--- src/rtl/hamming_eval_pkg.sv ---
package hamming_eval_pkg;
  typedef enum logic {
    PH_IDLE = 1'b0,
    PH_RUN  = 1'b1
  } phase_e;
endpackage

--- src/rtl/hev_seq.sv ---
module hev_seq
  import hamming_eval_pkg::*;
#(
  parameter int NI = 8
) (
  input  logic          clk,
  input  logic          rst_n,
  input  logic          start,
  output logic [NI-1:0] vec,
  output logic          vec_valid,
  output logic          rsp_vld,
  output logic          rsp_last
);
  localparam logic [NI-1:0] LAST_IDX = {NI{1'b1}};

  phase_e        ph_q, ph_d;
  logic [NI-1:0] idx_q, idx_d;
  logic          rv_q, rv_d;
  logic          rl_q, rl_d;
  logic          upd_en;

  always_comb begin
    ph_d  = ph_q;
    idx_d = idx_q;
    rv_d  = (ph_q == PH_RUN);
    rl_d  = (ph_q == PH_RUN) && (idx_q == LAST_IDX);
    if (start) begin
      ph_d  = PH_RUN;
      idx_d = '0;
      rv_d  = 1'b0;
      rl_d  = 1'b0;
    end else if (ph_q == PH_RUN) begin
      if (idx_q == LAST_IDX) ph_d = PH_IDLE;
      else                   idx_d = idx_q + 1'b1;
    end
  end

  assign upd_en = start || (ph_q == PH_RUN) || rv_q;

  always_ff @(posedge clk or negedge rst_n) begin
    if (!rst_n) begin
      ph_q  <= PH_IDLE;
      idx_q <= '0;
      rv_q  <= 1'b0;
      rl_q  <= 1'b0;
    end else if (upd_en) begin
      ph_q  <= ph_d;
      idx_q <= idx_d;
      rv_q  <= rv_d;
      rl_q  <= rl_d;
    end
  end

  assign vec       = idx_q;
  assign vec_valid = (ph_q == PH_RUN);
  assign rsp_vld   = rv_q;
  assign rsp_last  = rl_q;
endmodule

--- src/rtl/hev_acc.sv ---
module hev_acc #(
  parameter int NO    = 4,
  parameter int CNT_W = 9,
  parameter int ACC_W = 11
) (
  input  logic                clk,
  input  logic                rst_n,
  input  logic                clr,
  input  logic                en,
  input  logic [NO-1:0]       diff,
  output logic [NO*CNT_W-1:0] per_cnt,
  output logic [ACC_W-1:0]    total
);
  logic [ACC_W-1:0] pop;
  logic [ACC_W-1:0] tot_q, tot_d;
  logic             tot_en;

  always_comb begin
    pop = '0;
    for (int i = 0; i < NO; i++) pop = pop + ACC_W'(diff[i]);
  end

  for (genvar g = 0; g < NO; g++) begin : g_out
    logic [CNT_W-1:0] c_q, c_d;
    logic             c_en;
    assign c_en = clr || (en && diff[g]);
    assign c_d  = clr ? '0 : c_q + 1'b1;
    always_ff @(posedge clk or negedge rst_n) begin
      if (!rst_n)    c_q <= '0;
      else if (c_en) c_q <= c_d;
    end
    assign per_cnt[g*CNT_W +: CNT_W] = c_q;
  end

  assign tot_en = clr || en;
  assign tot_d  = clr ? '0 : tot_q + pop;

  always_ff @(posedge clk or negedge rst_n) begin
    if (!rst_n)      tot_q <= '0;
    else if (tot_en) tot_q <= tot_d;
  end

  assign total = tot_q;
endmodule

--- src/rtl/hev_band.sv ---
module hev_band #(
  parameter int ACC_W = 11
) (
  input  logic [ACC_W-1:0] total,
  input  logic [ACC_W-1:0] target,
  output logic             in_band
);
  localparam int MUL_W = ACC_W + 5;

  logic [MUL_W-1:0] s, t, s20, t19, t21;

  always_comb begin
    s       = MUL_W'(total);
    t       = MUL_W'(target);
    s20     = (s << 4) + (s << 2);
    t19     = (t << 4) + (t << 1) + t;
    t21     = (t << 4) + (t << 2) + t;
    in_band = (s20 >= t19) && (s20 <= t21);
  end
endmodule

--- src/rtl/hamming_eval.sv ---
module hamming_eval #(
  parameter int NI    = 8,
  parameter int NO    = 4,
  parameter int CNT_W = NI + 1,
  parameter int ACC_W = NI + $clog2(NO) + 1
) (
  input  logic                clk,
  input  logic                rst_n,
  input  logic                start,
  input  logic [ACC_W-1:0]    tgt_total,
  output logic [NI-1:0]       vec,
  output logic                vec_valid,
  input  logic [NO-1:0]       ref_resp,
  input  logic [NO-1:0]       cand_resp,
  output logic                busy,
  output logic                done,
  output logic [NO*CNT_W-1:0] per_cnt,
  output logic [ACC_W-1:0]    total,
  output logic                accept,
  output logic                reject,
  output logic                equiv
);
  logic rst_meta, rst_i;
  logic rsp_vld, rsp_last;
  logic done_q, done_d;
  logic in_band;

  always_ff @(posedge clk or negedge rst_n) begin
    if (!rst_n) begin
      rst_meta <= 1'b0;
      rst_i    <= 1'b0;
    end else begin
      rst_meta <= 1'b1;
      rst_i    <= rst_meta;
    end
  end

  hev_seq #(.NI(NI)) seq_i (
    .clk       (clk),
    .rst_n     (rst_i),
    .start     (start),
    .vec       (vec),
    .vec_valid (vec_valid),
    .rsp_vld   (rsp_vld),
    .rsp_last  (rsp_last)
  );

  hev_acc #(.NO(NO), .CNT_W(CNT_W), .ACC_W(ACC_W)) acc_i (
    .clk     (clk),
    .rst_n   (rst_i),
    .clr     (start),
    .en      (rsp_vld && !start),
    .diff    (ref_resp ^ cand_resp),
    .per_cnt (per_cnt),
    .total   (total)
  );

  hev_band #(.ACC_W(ACC_W)) band_i (
    .total   (total),
    .target  (tgt_total),
    .in_band (in_band)
  );

  assign done_d = !start && rsp_vld && rsp_last;

  always_ff @(posedge clk or negedge rst_i) begin
    if (!rst_i) done_q <= 1'b0;
    else        done_q <= done_d;
  end

  assign busy   = vec_valid || rsp_vld;
  assign done   = done_q;
  assign accept = done_q && in_band;
  assign reject = done_q && !in_band;
  assign equiv  = done_q && (total == '0);
endmodule

--- config.mk ---
export PLATFORM = sky130hd
export DESIGN_NAME = hamming_eval
export DESIGN_NICKNAME = d
export VERILOG_FILES = /design/src/rtl/hamming_eval_pkg.sv /design/src/rtl/hev_seq.sv /design/src/rtl/hev_acc.sv /design/src/rtl/hev_band.sv /design/src/rtl/hamming_eval.sv
export SDC_FILE = /design/constraint.sdc
export NUM_CORES = 1
export LEC_CHECK = 0
export BUFFER_PORTS_ARGS = -buffer_cell sky130_fd_sc_hd__buf_2
export CAP_MARGIN = 20
export CORE_ASPECT_RATIO = 0.8
export CORE_MARGIN = 3
export CORE_UTILIZATION = 35
export CTS_CLUSTER_DIAMETER = 40
export CTS_CLUSTER_SIZE = 25
export DETAILED_ROUTE_END_ITERATION = 8
export PLACE_DENSITY_LB_ADDON = 0.25
export SLEW_MARGIN = 30
export SYNTH_ARGS = -nofsm -noshare
export SYNTH_HDL_FRONTEND = slang
export SYNTH_SLANG_ARGS = --single-unit
--- constraint.sdc ---
create_clock -name clk -period 7.6 [get_ports clk]
set_clock_uncertainty 0.15 [all_clocks]
set_input_delay 1.52 -clock clk [delete_from_list [all_inputs] [get_ports clk]]
set_output_delay 1.52 -clock clk [all_outputs]
set_load 0.05 [all_outputs]
After elaboration in Yosys (flattened, before gate mapping) --
Index checks and enable logic that the tools add are counted.
Storage, ports and cells: bits in registers 61, output and inout bits 61, word-level logic and storage cells 68
Operators by class: add/sub/neg operators 14, order comparisons 2, equal/unequal tests 2, multiplexer cells 13, bitwise logic cells 1, reduce and logical (&&, ||, !) cells 24
Operators with widths (count):
- $add A9 B1 Y9 const B | 4
- $mux W9 | 4
- $add A15 B13 Y16 | 2
- $add A16 B11 Y16 | 2
- $mux W8 | 3
- $add A11 B1 Y11 | 2
- $add A15 B12 Y16 | 1
- $ge A16 B16 Y1 | 1
- $le A16 B16 Y1 | 1
- $add A11 B11 Y11 | 1
- $logic_and A1 B1 Y1 | 11
- $logic_not A11 Y1 | 1
- $mux W11 | 1
- $add A8 B1 Y8 const B | 1
- $eq A8 B8 Y1 const B | 1
- $logic_or A1 B1 Y1 | 8
- $mux W1 | 5
- $xor A4 B4 Y4 | 1
- $reduce_and A3 Y1 | 1
- $add A1 B1 Y2 | 1
- $logic_not A1 Y1 | 2
- $ne A2 B2 Y1 const B | 1
- $reduce_bool A2 Y1 | 1

Depth between registers and ports, before layout --
Gate-level depths: netlist of run 1.
depth in word-level cells 6, depth in mapped cells 17

Hierarchy --
Synthesis of run 1 repeated with hierarchy kept, for this count alone.
Unflattened totals: cells, all modules 598, area, all modules 5662.9 µm²
By module, submodules not included:
- hev_band | times used 1, cells each 283, area an instance 2451.1 µm², seq. area each 0.0 µm²
- hev_acc | times used 1, cells each 238, area an instance 2431.1 µm², seq. area each 1176.1 µm²
- hev_seq | times used 1, cells each 60, area an instance 608.1 µm², seq. area each 275.3 µm²
- hamming_eval | times used 1, cells each 17, area an instance 172.7 µm², seq. area each 75.1 µm²

Worst setup path before layout of run 1 --
Ideal clock, no wire load.
path type input-to-output, start input tgt_total[0], end output accept, arrival time 5210 ps, data required time 5930 ps, setup slack 720 ps, stages on the path 16, path buffers 0, cells stage by stage fa_1 inv_1 fa_1 nor2b_1 o21a_1 o211ai_2 and3_4 o41ai_2 xnor2_1 ha_1 a21o_1 a21o_1 a221oi_1 o31a_1 o32ai_1 nor2_1
On the way: cells in the longest elaborated chain, start to end 5, elaborated cells on any way between the ends 8, classes of those cells 4 x add/sub; 2 x order compare; 2 x reduce/logical
RTL lines:
- from (decl) | line hamming_eval.sv:10 | input logic [ACC_W-1:0] tgt_total,
- $add A15 B12 Y16 / $add A15 B13 Y16 (equally long branches) | line hev_band.sv:16, hev_band.sv:17
- $add A16 B11 Y16, on equally long branches | line hev_band.sv:16, hev_band.sv:17
- $ge A16 B16 Y1 / $le A16 B16 Y1 (equally long branches) | line hev_band.sv:18 | in_band = (s20 >= t19) && (s20 <= t21);
- $logic_and A1 B1 Y1 * | line hev_band.sv:18
- $logic_and A1 B1 Y1 * | line hamming_eval.sv:73 | assign accept = done_q && in_band;
- to (decl) | line hamming_eval.sv:19 | output logic accept,
Every way passes the cells marked *; elsewhere a longest branch is shown, timed or not.

Worst setup path in the final report of run 1 --
start input tgt_total[0], end output reject
On the way: cells in the longest elaborated chain, start to end 6, elaborated cells on any way between the ends 9, classes of those cells 4 x add/sub; 2 x order compare; 3 x reduce/logical
RTL lines:
- $add A15 B12 Y16 / $add A15 B13 Y16 (equally long branches) | line hev_band.sv:16, hev_band.sv:17
- $add A16 B11 Y16, on equally long branches | line hev_band.sv:16, hev_band.sv:17
- $ge A16 B16 Y1 / $le A16 B16 Y1 (equally long branches) | line hev_band.sv:18
- $logic_and A1 B1 Y1 * | line hev_band.sv:18
- $logic_not A1 Y1 * | line hamming_eval.sv:74 | assign reject = done_q && !in_band;
- $logic_and A1 B1 Y1 * | line hamming_eval.sv:74
- to (decl) | line hamming_eval.sv:20 | output logic reject,
Marked as above.

==> impl_metrics.env, run 1 <==
export IMPL_postCtsSetupBuffers=0
export IMPL_setup_viol=0
export IMPL_cts_buffers_inserted=9
export IMPL_dr_pass1_iters=4
export IMPL_cts_resized=0
export IMPL_grt_util_all_layers_pct=15.4
export IMPL_fin_setup_tns_ns=0
export IMPL_core_area_mm2=0.0151
export IMPL_synth_fp_nets=703
export IMPL_finalMaxSlewViolations=0
export IMPL_period_needed_ns=7.25
export IMPL_yosys_warnings=0
export IMPL_nFillCells=1542
export IMPL_fmax_ghz=0.138
export IMPL_p_sw_uw=431
export IMPL_syn_instance_count=586
export IMPL_cp_end_kind="output pin"
export IMPL_drt_initial_drc_count=227
export IMPL_htreeDepth=3
export IMPL_final_cell_mix="82 x buf_2, 76 x ha_1, 68 x nor2_1"
export IMPL_fin_crit_sh_pct=95.4
export IMPL_grt_max_degree=65
export IMPL_die_h_um=117
export IMPL_hp_class="register to register"
export IMPL_setup_worst_path_class="primary input to output pin"
export IMPL_cts_buffer_depth=2
export IMPL_worst_pin_slew_ns=0.774
export IMPL_finalHoldViolCount=0
export IMPL_synth_seq_cells=61
export IMPL_mostFrequentLayoutCell="buf_2"
export IMPL_netlist_area_mm2=0.00542
export IMPL_clkLatencyLatePin_ns=0.33
export IMPL_netlist_top_cells_area="dfrtp_1 28%, ha_1 18%, xor2_1 7.6%, fa_1 7.0%, nor2_1 4.7%"
export IMPL_cts_tree="built"
export IMPL_grt_pass1_wl_mm=22.0
export IMPL_io_pins=83
export IMPL_synth_top_area_cell="dfrtp_1"
export IMPL_dieArea_mm2=0.0170
export IMPL_synthFlopType="dfrtp_1"
export IMPL_vias_per_cell=4.97
export IMPL_rrSetupSlack_ns=4.64
export IMPL_initial_utilization_pct=35.9
export IMPL_hold_worst_slack_ns=0.203
export IMPL_rsz0062_at_grt="false"
export IMPL_crit_fanout=6
export IMPL_portBuffers=82
export IMPL_setup_ws_ns=0.346
export IMPL_antennaDiodeCount=0
export IMPL_ant_nets=0
export IMPL_pwr_share_comb_pct=36.9
export IMPL_gp_congestion=0.900
export IMPL_vias=4387
export IMPL_drc_errors=0
export IMPL_synth_top_area_share_pct=28.1
export IMPL_ys_seq_area_share_pct=28.1
export IMPL_swShare_pct=36.1
export IMPL_rows=40
export IMPL_pwr_share_seq_pct=30.0
export IMPL_irDropWorstVdd_mv=0.113
export IMPL_place_ws_ns=0.374
export IMPL_p_clk_share_pct=33.1
export IMPL_status="complete, no violations"
export IMPL_p_leak_uw=0.00315
export IMPL_arrival_ns=5.58
export IMPL_max_cap_viol_count=0
export IMPL_antenna_found_initial=0
export IMPL_synth_edff_count=0
export IMPL_cts_hold_buffers=0
export IMPL_clock_sinks=61
export IMPL_async_flop_share_pct=100
export IMPL_die_w_um=145
export IMPL_num_nets_final=785
export IMPL_dp_hpwl_mm=9.77
export IMPL_clk_pin_slew_ns=0.05
export IMPL_p_per_area_mw_per_mm2=188
export IMPL_cp_start_kind="primary input"
export IMPL_overflow=0
export IMPL_synthToLayoutAreaGrowth_pct=17.1
export IMPL_avgSynthCellArea_um2=9.26
export IMPL_wl_per_cell_um=14.5
export IMPL_routed_wl_mm=12.8
export IMPL_cts_root_buffer="clkbuf_16"
export IMPL_yosysUniqueCellTypes=55
export IMPL_final_layout_size_suffix_gt1_share_pct=17.2
export IMPL_intPower_uw=765
export IMPL_maxSlewHeadroom_pct=48.4
export IMPL_grt_pass1_vias=4327
export IMPL_required_ns=5.93
==> registers in the layout, summed over array words and instances (netlist names) <==
name and flops:
seq_i.vec 8, acc_i.g_out.c_q 36, done 1, rst_meta 1, seq_i.rsp_vld 1, seq_i.rsp_last 1
rst_i 1, acc_i.total 11, seq_i.vec_valid 1
==> per-layer routing <==
metal  track usage, %  vias to the layer above  wire length [um]
met3             3.28                       12               375
met5                0                        -                 0
met4             3.38                        0               148
met1             22.5                     2097              6680
met2             23.3                       60              5630
li1                 -                     2218                 -
==> final timing paths <==
path,endpoint,cells after the start,startpoint
min,rst_i,0,rst_meta
max in group asynchronous,rst_i,1,rst_n
max reg2reg,acc_i.total[10],9,acc_i.total[0]
min in group asynchronous,acc_i.g_out[0].c_q[3],1,rst_i
min reg2reg,rst_i,0,rst_meta
max,reject,18,tgt_total[0]
==> synth_stat cells, drive strengths merged (3+ instances only) <==
library cell  count
and3              7
xnor2            25
nor4              4
ha               76
nand2b            7
nor3b             3
o2111ai           3
nor2b             9
buf               9
a211oi            4
xor2             47
a21oi            41
mux2i             4
nand2            28
o211ai            5
fa               19
nand4            14
clkbuf            4
nor2             68
o21a              4
nor3             11
o21ai            24
dfrtp            61
or3               8
and2              8
nand3            22
a21o             11
inv              36
==> power by group through the flow <==
| stage | Clock [uW] | Sequential [uW] | Combinational (uW) |
|---|---|---|---|
| 2_1_floorplan | 0 | 396 | 297 |
| 3_3_place_gp | 0 | 364 | 430 |
| 3_5_place_dp | 0 | 364 | 440 |
| 4_1_cts | 406 | 359 | 446 |
| 5_1_grt | 421 | 361 | 505 |
| 6_report | 396 | 358 | 441 |
==> cell families (layout without fill, tap and decap cells) <==
group	after synthesis	in the layout	synth area share [%]
multiplexers	5	5	0.946
other	1	1	0.0691
AO/OA/AOI/OAI	106	106	13.0
adder cells (fa/ha/maj)	95	95	24.5
flip-flops	61	61	28.1
buffers and inverters	49	136	3.55
AND/OR/NAND/NOR	197	197	18.1
XOR/XNOR	72	72	11.6
==> cell type report <==
type,count,area [um2],area share (%)
well taps,210,263,4.14
clock buffers,13,280,4.41
inverters,36,135,2.13
clock inverters,3,17.5,0.276
flip-flops and latches,61,1530,24.0
multi-input cells,476,3700,58.3
repair buffers,84,425,6.70
==> metrics by stage <==
stage                     cells  util, %  area, um2  power [uW]
final                       883     42.0       6350        1200
after global routing        883     42.0       6350        1290
after CTS                   883     42.0       6350        1210
after detailed placement    867     40.1       6060         804
after global placement      867     40.1       6060         794
after floorplan             586        -       5420         692
==> critical path, cell delays in order <==
cell and delay [ns]:
buf_2 0.14, fa_1 0.57, inv_1 0.06, fa_1 0.43
nor2b_1 0.14, o21a_1 0.16, o211ai_2 0.11, and3_4 0.19
o41ai_2 0.34, xnor2_1 0.17, ha_1 0.27, a21o_1 0.18
a21o_1 0.17, a221oi_1 0.39, o31a_1 0.20, o32ai_1 0.13
and2_1 0.19, buf_2 0.20
(Power assumes the default switching activity.)
==> inputs of run 2 (changes only) <==
- ABC_AREA: not set -> 1
==> impl_metrics.env, run 2 <==
export IMPL_postCtsSetupBuffers=0
export IMPL_cts_tree="built"
export IMPL_finalMaxSlewViolations=0
export IMPL_period_needed_ns=6.56
export IMPL_ys_top_cells_by_count="198 x nand2_1, 122 x inv_1, 76 x ha_1"
export IMPL_crit_top_cell="nand2_1"
export IMPL_cp_end_kind="output pin"
export IMPL_portBuffers=82
export IMPL_antenna_found_initial=0
export IMPL_final_cell_mix="198 x nand2_1, 122 x inv_1, 82 x buf_2"
export IMPL_setup_viol=0
export IMPL_avgSynthCellArea_um2=7.29
export IMPL_status="complete, no violations"
export IMPL_largest_reg_flops=36
export IMPL_rows=41
export IMPL_nFillCells=1725
export IMPL_fin_crit_sh_pct=86.3
export IMPL_initial_utilization_pct=36.7
export IMPL_cts_hold_buffers=0
export IMPL_cts_resized=0
export IMPL_yosysUniqueCellTypes=36
export IMPL_regToRegEndpoint="acc_i.total[10]"
export IMPL_dr_pass1_iters=5
export IMPL_finalNonFillerCells=1124
export IMPL_die_h_um=123
export IMPL_setup_worst_path_class="primary input to output pin"
export IMPL_vias_per_cell=4.79
export IMPL_r2r_start="acc_i.total[0]"
export IMPL_synth_seq_cells=61
export IMPL_synth_fp_nets=933
export IMPL_fmax_ghz=0.152
export IMPL_crit_fanout=6
export IMPL_p_per_area_mw_per_mm2=185
export IMPL_htreeDepth=3
export IMPL_ff2ff_path_depth=12
export IMPL_cp_top_family="adder cells"
export IMPL_path_depth=20
export IMPL_synth_top_area_cell="dfrtp_1"
export IMPL_synth_top_area_share_pct=25.7
export IMPL_antennaDiodeCount=0
export IMPL_hp_class="register to register"
export IMPL_overflow=0
export IMPL_max_cap_viol_count=0
export IMPL_final_util_pct=42.7
export IMPL_core_area_mm2=0.0162
export IMPL_finalHoldViolCount=0
export IMPL_async_flop_share_pct=100
export IMPL_dieArea_mm2=0.0186
export IMPL_required_ns=5.93
export IMPL_yosys_warnings=0
export IMPL_cp_start_kind="primary input"
export IMPL_synth_edff_count=0
export IMPL_ys_seq_area_share_pct=25.7
export IMPL_io_pins=83
export IMPL_slowest_stage="fa_1"
export IMPL_grt_pass1_wl_mm=24.6
export IMPL_wl_per_cell_um=13.0
export IMPL_crit_path_start="tgt_total[3]"
export IMPL_drt_initial_drc_count=286
export IMPL_netlist_top_cells_area="dfrtp_1 26%, ha_1 16%, nand2_1 13%, inv_1 7.7%, fa_1 6.4%"
export IMPL_final_layout_size_suffix_gt1_share_pct=12.9
export IMPL_die_w_um=152
export IMPL_hold_worst_slack_ns=0.198
export IMPL_fin_setup_tns_ns=0
export IMPL_crit_chain="buf_2, inv_1, fa_1, inv_1, ha_1, nand2_1, o21ai_0, nand2_1, nand2_1, nand2_1, nand2_1, nand3_1, ha_1, nand4_1, a21oi_1, nor2_1, nand2_1, nand2_1, nor2_1, buf_2"
export IMPL_cts_buffer_depth=2
export IMPL_synthToLayoutAreaGrowth_pct=16.3
export IMPL_clkLatencyLatePin_ns=0.33
export IMPL_cts_buffers_inserted=9
export IMPL_cp_num_buf_inv=4
export IMPL_seqCellArea_mm2=0.00153
export IMPL_gp_congestion=0.832
export IMPL_synthFlopType="dfrtp_1"
export IMPL_arrival_ns=4.89
export IMPL_cp_endpoint="accept"
export IMPL_cts_root_buffer="clkbuf_16"
export IMPL_place_inst=1109
export IMPL_dp_hpwl_mm=11.7
export IMPL_rrSetupSlack_ns=4.85
export IMPL_grt_pass1_vias=4976
export IMPL_clk_pin_slew_ns=0.05
export IMPL_drc_errors=0
export IMPL_mostFrequentLayoutCell="nand2_1"
export IMPL_largest_register="acc_i.g_out.c_q"
export IMPL_rsz0062_at_grt="false"
export IMPL_p_leak_uw=0.00376
export IMPL_multi_input_area_mm2=0.00392
export IMPL_syn_instance_count=816
export IMPL_cp_slowest_stage_delay_ns=0.50
export IMPL_vias=5386
export IMPL_num_nets_final=1022
export IMPL_ant_nets=0
export IMPL_grt_util_all_layers_pct=16.5
export IMPL_netlist_area_mm2=0.00595
export IMPL_clock_sinks=61
export IMPL_irDropWorstVdd_mv=0.110
export IMPL_grt_max_degree=60
export IMPL_synth_most_common_cell="nand2_1"
export IMPL_worst_pin_slew_ns=0.772
export IMPL_maxSlewHeadroom_pct=48.5
export IMPL_routed_wl_mm=14.6
run 2: power by group:
group	total, uW	leakage [uW]	switching, uW	internal [uW]
Sequential	365	0.000831	23.7	341
Clock	435	0.000152	142	293
Combinational	483	0.00278	318	166
run 2: worst min path at each step:
stage / startpoint / end / slack [ns] / cells after the start
final: rst_meta / rst_i / 0.20 / 0
after floorplan: rst_meta / rst_i / 0.18 / 0
after global routing: rst_meta / rst_i / 0.20 / 0
after global placement: rst_meta / rst_i / 0.18 / 0
after detailed placement: rst_meta / rst_i / 0.19 / 0
after CTS: rst_meta / rst_i / 0.20 / 0
run 2: layout make-up:
class	count	share of cell area [%]
multi-input cells	625	56.6
clock inverters	4	1.05
clock buffers	11	3.51
inverters	125	6.78
flip-flops and latches	61	22.1
well taps	215	3.89
repair buffers	83	6.04
run 2: cells by family after synthesis:
logic type / synth area share (%)
AND/OR/NAND/NOR: 26.4
adder cells (fa/ha/maj): 22.4
other: 0.0631
buffers and inverters: 8.44
XOR/XNOR: 5.30
flip-flops: 25.7
AO/OA/AOI/OAI: 11.7
run 2: worst reg2reg max path, cell delays in order, from the launching register on:
cell     delay, ns
dfrtp_1       0.47
inv_1         0.13
fa_1          0.54
inv_1         0.04
ha_1          0.22
fa_1          0.39
nand2_1       0.10
nand2_1       0.13
nand4_1       0.18
o21ai_0       0.12
nand2_1       0.09
o21ai_0       0.07
inv_1         0.06
run 2: layer usage:
layer  track usage [%]  share of wire [%]
met5                 0                  0
met4              2.75               0.51
met3              3.47                4.4
met2              24.6                 42
met1              25.0                 53
run 2: per-stage QoR:
stage	total power [uW]	setup slack (ns)	instance area, um2
CTS	1300	1.07	6920
floorplan	730	1.29	5950
global route	1390	0.716	6920
detailed placement	857	1.09	6600
finish	1280	1.04	6920
global placement	853	1.12	6600
